<file path="config.mk">
export PLATFORM = sky130hd
export DESIGN_NAME = lpstop_seq
export DESIGN_NICKNAME = d
export VERILOG_FILES = /design/src/rtl/lpstop_pkg.sv /design/src/rtl/lpstop_sync.sv /design/src/rtl/lpstop_fsm.sv /design/src/rtl/lpstop_bus_drv.sv /design/src/rtl/lpstop_seq.sv
export SDC_FILE = /design/constraint.sdc
export NUM_CORES = 1
export LEC_CHECK = 0
export BUFFER_PORTS_ARGS = -buffer_cell sky130_fd_sc_hd__buf_4
export CORE_ASPECT_RATIO = 0.8
export CORE_MARGIN = 2
export CORE_UTILIZATION = 39
export CTS_BUF_LIST = sky130_fd_sc_hd__clkbuf_16
export CTS_CLUSTER_DIAMETER = 150
export DETAILED_ROUTE_END_ITERATION = 10
export HOLD_SLACK_MARGIN = 0.03
export PLACE_DENSITY = 0.78
export SLEW_MARGIN = 20
export SYNTH_ARGS = -nofsm -noshare
export SYNTH_HDL_FRONTEND = slang
export SYNTH_SLANG_ARGS = --single-unit
</file>
<file path="constraint.sdc">
create_clock -name clk -period 1.7 [get_ports clk]
set_clock_uncertainty 0.15 [all_clocks]
set_input_delay 0.17 -clock clk [delete_from_list [all_inputs] [get_ports clk]]
set_output_delay 0.17 -clock clk [all_outputs]
set_load 0.03 [all_outputs]
</file>
<file path="src/rtl/lpstop_pkg.sv">
package lpstop_pkg;

    typedef enum logic [2:0] {
        ST_IDLE      = 3'd0,
        ST_WAIT_BUS  = 3'd1,
        ST_DRIVE     = 3'd2,
        ST_HALT_HOLD = 3'd3,
        ST_STOPPED   = 3'd4
    } lp_state_e;

    // Special address space code and the cycle type that marks stop entry
    localparam logic [2:0] FC_SPECIAL    = 3'b111;
    localparam logic [3:0] TYPE_STOP     = 4'd3;
    localparam int         TYPE_LSB      = 16;
    localparam int         MASK_W        = 3;

    typedef struct packed {
        logic       strobe;
        logic       write;
        logic [2:0] fc;
    } cyc_ctl_t;

    function automatic logic [31:0] stop_addr_word();
        return 32'(TYPE_STOP) << TYPE_LSB;
    endfunction

    function automatic logic [31:0] stop_data_word(input logic [MASK_W-1:0] lvl);
        return {{(32-MASK_W){1'b0}}, lvl};
    endfunction

    function automatic cyc_ctl_t ctl_for(input lp_state_e st);
        cyc_ctl_t c;
        c = '0;
        if (st == ST_DRIVE) begin
            c.strobe = 1'b1;
            c.write  = 1'b1;
            c.fc     = FC_SPECIAL;
        end
        return c;
    endfunction

endpackage

</file>
<file path="src/rtl/lpstop_sync.sv">
module lpstop_sync #(
    parameter int STAGES = 2
) (
    input  logic clk,
    input  logic rst,
    input  logic d_in,
    output logic q_out
);
    logic [STAGES-1:0] chain_q;

    generate
        if (STAGES == 1) begin : g_one
            always_ff @(posedge clk) begin
                if (rst) chain_q <= '0;
                else     chain_q <= d_in;
            end
        end else begin : g_many
            always_ff @(posedge clk) begin
                if (rst) chain_q <= '0;
                else     chain_q <= {chain_q[STAGES-2:0], d_in};
            end
        end
    endgenerate

    assign q_out = chain_q[STAGES-1];
endmodule

</file>
<file path="src/rtl/lpstop_fsm.sv">
module lpstop_fsm
    import lpstop_pkg::*;
#(
    parameter int DRIVE_LEN = 2
) (
    input  logic      clk,
    input  logic      rst,
    input  logic      stop_req,
    input  logic      bus_free,
    input  logic      halt_s,
    input  logic      wake,
    output lp_state_e state_o,
    output logic      last_beat,
    output logic      capture
);
    localparam int CW = (DRIVE_LEN > 1) ? $clog2(DRIVE_LEN) : 1;
    localparam logic [CW-1:0] LAST = CW'(DRIVE_LEN - 1);

    lp_state_e state_q, state_d;
    logic [CW-1:0] beat_q;

    assign last_beat = (state_q == ST_DRIVE) && (beat_q == LAST);
    assign capture   = (state_q == ST_WAIT_BUS) && bus_free;
    assign state_o   = state_q;

    always_comb begin
        state_d = state_q;
        case (state_q)
            ST_IDLE:      if (stop_req) state_d = ST_WAIT_BUS;
            ST_WAIT_BUS:  if (bus_free) state_d = ST_DRIVE;
            ST_DRIVE:     if (last_beat) state_d = halt_s ? ST_HALT_HOLD : ST_STOPPED;
            ST_HALT_HOLD: if (!halt_s) state_d = ST_STOPPED;
            ST_STOPPED:   if (wake) state_d = ST_IDLE;
            default:      state_d = ST_IDLE;
        endcase
    end

    always_ff @(posedge clk) begin
        if (rst) begin
            state_q <= ST_IDLE;
            beat_q  <= '0;
        end else begin
            state_q <= state_d;
            if (state_q == ST_DRIVE && !last_beat) beat_q <= beat_q + 1'b1;
            else                                   beat_q <= '0;
        end
    end
endmodule

</file>
<file path="src/rtl/lpstop_bus_drv.sv">
module lpstop_bus_drv
    import lpstop_pkg::*;
#(
    parameter int ADDR_W = 24,
    parameter int DATA_W = 16
) (
    input  logic              clk,
    input  logic              rst,
    input  logic              capture,
    input  logic [2:0]        mask_in,
    input  lp_state_e         state_i,
    input  logic              last_beat,
    output logic [ADDR_W-1:0] addr,
    output logic [2:0]        fc,
    output logic [DATA_W-1:0] data,
    output logic              strobe,
    output logic              write,
    output logic              ack
);
    logic [2:0] mask_q;
    cyc_ctl_t   ctl;

    always_ff @(posedge clk) begin
        if (rst)          mask_q <= '0;
        else if (capture) mask_q <= mask_in;
    end

    always_comb begin
        ctl    = ctl_for(state_i);
        strobe = ctl.strobe;
        write  = ctl.write;
        fc     = ctl.fc;
        addr   = ctl.strobe ? ADDR_W'(stop_addr_word()) : '0;
        data   = ctl.strobe ? DATA_W'(stop_data_word(mask_q)) : '0;
        ack    = last_beat;
    end
endmodule

</file>
<file path="src/rtl/lpstop_seq.sv">
module lpstop_seq
    import lpstop_pkg::*;
#(
    parameter int ADDR_W    = 24,
    parameter int DATA_W    = 16,
    parameter int DRIVE_LEN = 2,
    parameter int SYNC_LEN  = 2
) (
    input  logic              clk,
    input  logic              rst,
    input  logic              stop_req,
    input  logic [2:0]        mask_lvl,
    input  logic              bus_free,
    input  logic              halt,
    input  logic              wake,
    output logic [ADDR_W-1:0] cyc_addr,
    output logic [2:0]        cyc_fc,
    output logic [DATA_W-1:0] cyc_data,
    output logic              cyc_strobe,
    output logic              cyc_write,
    output logic              cyc_ack,
    output logic              stopped
);
    logic      halt_s;
    logic      last_beat;
    logic      capture;
    lp_state_e state;

    lpstop_sync #(.STAGES(SYNC_LEN)) u_sync (
        .clk(clk), .rst(rst), .d_in(halt), .q_out(halt_s)
    );

    lpstop_fsm #(.DRIVE_LEN(DRIVE_LEN)) u_fsm (
        .clk(clk), .rst(rst), .stop_req(stop_req), .bus_free(bus_free),
        .halt_s(halt_s), .wake(wake), .state_o(state),
        .last_beat(last_beat), .capture(capture)
    );

    lpstop_bus_drv #(.ADDR_W(ADDR_W), .DATA_W(DATA_W)) u_drv (
        .clk(clk), .rst(rst), .capture(capture), .mask_in(mask_lvl),
        .state_i(state), .last_beat(last_beat),
        .addr(cyc_addr), .fc(cyc_fc), .data(cyc_data),
        .strobe(cyc_strobe), .write(cyc_write), .ack(cyc_ack)
    );

    assign stopped = (state == ST_STOPPED);
endmodule

</file>
==> run summary <==
Yosys top cell by area -> buf_4
most common cell after layout, fill and taps aside -> conb_1
Setup TNS Final -> 0 ns
Arrival @ worst endpoint -> 1.28 ns
area of the die -> 2320 µm²
Worst-path clk slew -> 0.04 ns
Tot GR Track Use -> 9.92%
Post-Synthesis Cell Area -> 761 µm²
FF-to-FF path depth -> 4
H-tree depth -> 1
status -> complete, no violations
first-pass GRT wire length -> 1640 µm
Synth Flop Type -> dfxtp_1
WP buf/inv -> 2
Vias/cell -> 3.99
root buffer cell -> clkbuf_16
Clk Latency, worst-skew pair -> 0.23 ns
synthesis-to-layout area growth -> 15.5%
Tightest Hold Check Type -> input pin to flip-flop
NumNets Final -> 122
Post-Syn Instances -> 92
worst-path cell chain -> nor3b_4 -> buf_4 -> buf_4
slowest CP cell -> dfxtp_1
worst r2r dst -> u_fsm.state_o[2]
CP Capture Type -> primary output
synth warn -> 0
min-delay src -> mask_lvl[0]
register area -> 180 µm²
Die W -> 53.4 µm
GRT overflow -> 0
Crit path max-delay family -> flip-flops
Die H -> 43.5 µm
Synth area leaders -> buf_4 (40%), dfxtp_1 (24%), mux2i_1 (5.3%), and2_1 (3.3%), nand2b_1 (2.5%)
drt first pass iters -> 4
Diodes inserted -> 0
core box area -> 1860 µm²
Final Setup Violations -> 0
Finished Layout Cells -> 136
number of global-route vias before repair -> 389
Post-synth EDFFs -> 0
commonest cells after routing, fill and taps aside -> conb_1 (35), buf_4 (23), dfxtp_1 (9)
reg2reg setup slack -> 0.29 ns
syn_area_per_cell -> 8.27 µm²
CP Class -> flip-flop to primary output
Hold EP -> u_drv.mask_q[0]
cell mode on critical path -> buf_4
Worst VDD drop -> 0.582 mV
CP Launch Type -> flip-flop
largest net degree at the start of global routing -> 10
total CTS buffers -> 3
Yosys cell types -> 24
required time of the critical path -> 1.38 ns
IO Port Bufs -> 20
DRC viols -> 0
CTS tree -> yes
drt wl/cell -> 8.15 µm
footprint of the multi-input gates -> 383 µm²
buffer levels on the longest clock path -> 2
post-DP HPWL -> 924 µm
share of layout cells above drive strength 1 -> 25.9%
# IOs -> 56
gpl congestion -> 0.786
Final Hold Viols -> 0
critical path peak fanout -> 7
PnR Total Power -> 0.000957 W
Leakage -> 0.441 nW
min Tclk post-route -> 1.60 ns
Site Rows -> 14
top-area cell type share of the netlist area -> 40.5%
initial antenna violation count -> 0
dpl cells -> 128
Max Slew Vio Count -> 0
Crit path largest cell delay -> 0.40 ns
hold depth -> 3
Starting DRT DRC Count -> 15
P per Cell Area -> 1090 nW/µm²
sequential-to-total area share from yosys stat -> 23.7%
ANT nets after route -> 0
total wire length -> 1110 µm
fillers -> 190
RR Startpoint -> u_fsm.state_o[2]
DR vias -> 543
RSZ-0062 raised after global routing -> no
Synth Register Bits -> 9
max-capacitance violation count -> 0
Final Cycle Share -> 94.0%
clock sink count -> 9
f_max -> 626 MHz
initial cell density of the core -> 41.0%
post-synthesis async set-or-reset flop share -> 0%
how the worst max path moves through the flow:
stage / startpoint / endpoint / slack, ns / cells after the start
after floorplan: u_fsm.state_o[2] / cyc_ack / 0.02 / 3
after global placement: u_fsm.state_o[1] / cyc_data[0] / 0.27 / 3
after detailed placement: u_fsm.state_o[1] / cyc_data[2] / 0.22 / 3
after CTS: u_fsm.state_o[1] / cyc_fc[0] / 0.09 / 3
after global routing: u_fsm.state_o[1] / cyc_fc[0] / 0.04 / 3
final: u_fsm.state_o[1] / cyc_fc[0] / 0.10 / 3
sequential cells by signal, indices dropped and copies added (netlist names):
register,count
u_fsm.state_o,3
u_drv.mask_q,3
u_sync.chain_q,2
u_fsm.beat_q,1
metrics by stage:
| stage | util (%) | hold slack, ns | instance area [µm²] | setup slack [ns] |
|---|---|---|---|---|
| detailed placement | 41.0 | 0.237 | 762 | 0.221 |
| finish | 47.3 | 0.0420 | 878 | 0.102 |
| floorplan | - | 0.148 | 895 | 0.0151 |
| global placement | 41.0 | 0.232 | 762 | 0.273 |
| CTS | 47.3 | 0.0412 | 878 | 0.0950 |
| global route | 47.3 | 0.0584 | 878 | 0.0383 |
final cells by class:
class | count | area share [%]
Inverter | 1 | 0.427
Tap cell | 24 | 3.42
Timing Repair Buffer | 26 | 23.1
Sequential cell | 9 | 20.5
Clock inverter | 1 | 0.427
Multi-Input combinational cell | 72 | 43.6
Clock buffer | 3 | 8.55
kinds of logic after synthesis:
family / Yosys count / synth area share, %
buffers and inverters: 45 / 43.6
muxes: 4 / 5.26
DFF: 9 / 23.7
other: 1 / 0.493
and+or+nand+nor: 24 / 19.9
AOI/OAI and AO/OA: 9 / 7.07
routing by layer:
metal	global-route usage (%)	part of all wire, %
met1	11.1	39
met2	16.3	46
met3	6.21	14
met4	1.54	0.45
met5	0	0
worst reg2reg max path, stage by stage, from the launching register on:
cell and delay, ns:
dfxtp_1 0.40, mux2i_1 0.10, or3_1 0.35, nand4_2 0.14
mux2i_1 0.19
cell usage after synthesis (all sizes together), types with 2 or more instances:
library cell,count
nand2,4
nor3b,3
mux2i,4
nor2b,3
nand3b,2
o21ai,4
buf,43
nor2,2
a21oi,3
dfxtp,9
nand2b,3
and2,4
what timing repair did:
item | in CTS | in global routing
buffers inserted | 1 | 0
hold endpoints to repair | 6 | 0
setup endpoints to repair | 4 | 0
hold buffers | 3 | 0
resized for setup | 0 | 0
power by group:
group	internal, W	total, W	switching (W)
Sequential	0.000231	0.000253	0.0000217
Combinational	0.0000953	0.000308	0.000213
Clock	0.000306	0.000396	0.0000898
(Power assumes the default switching activity.)
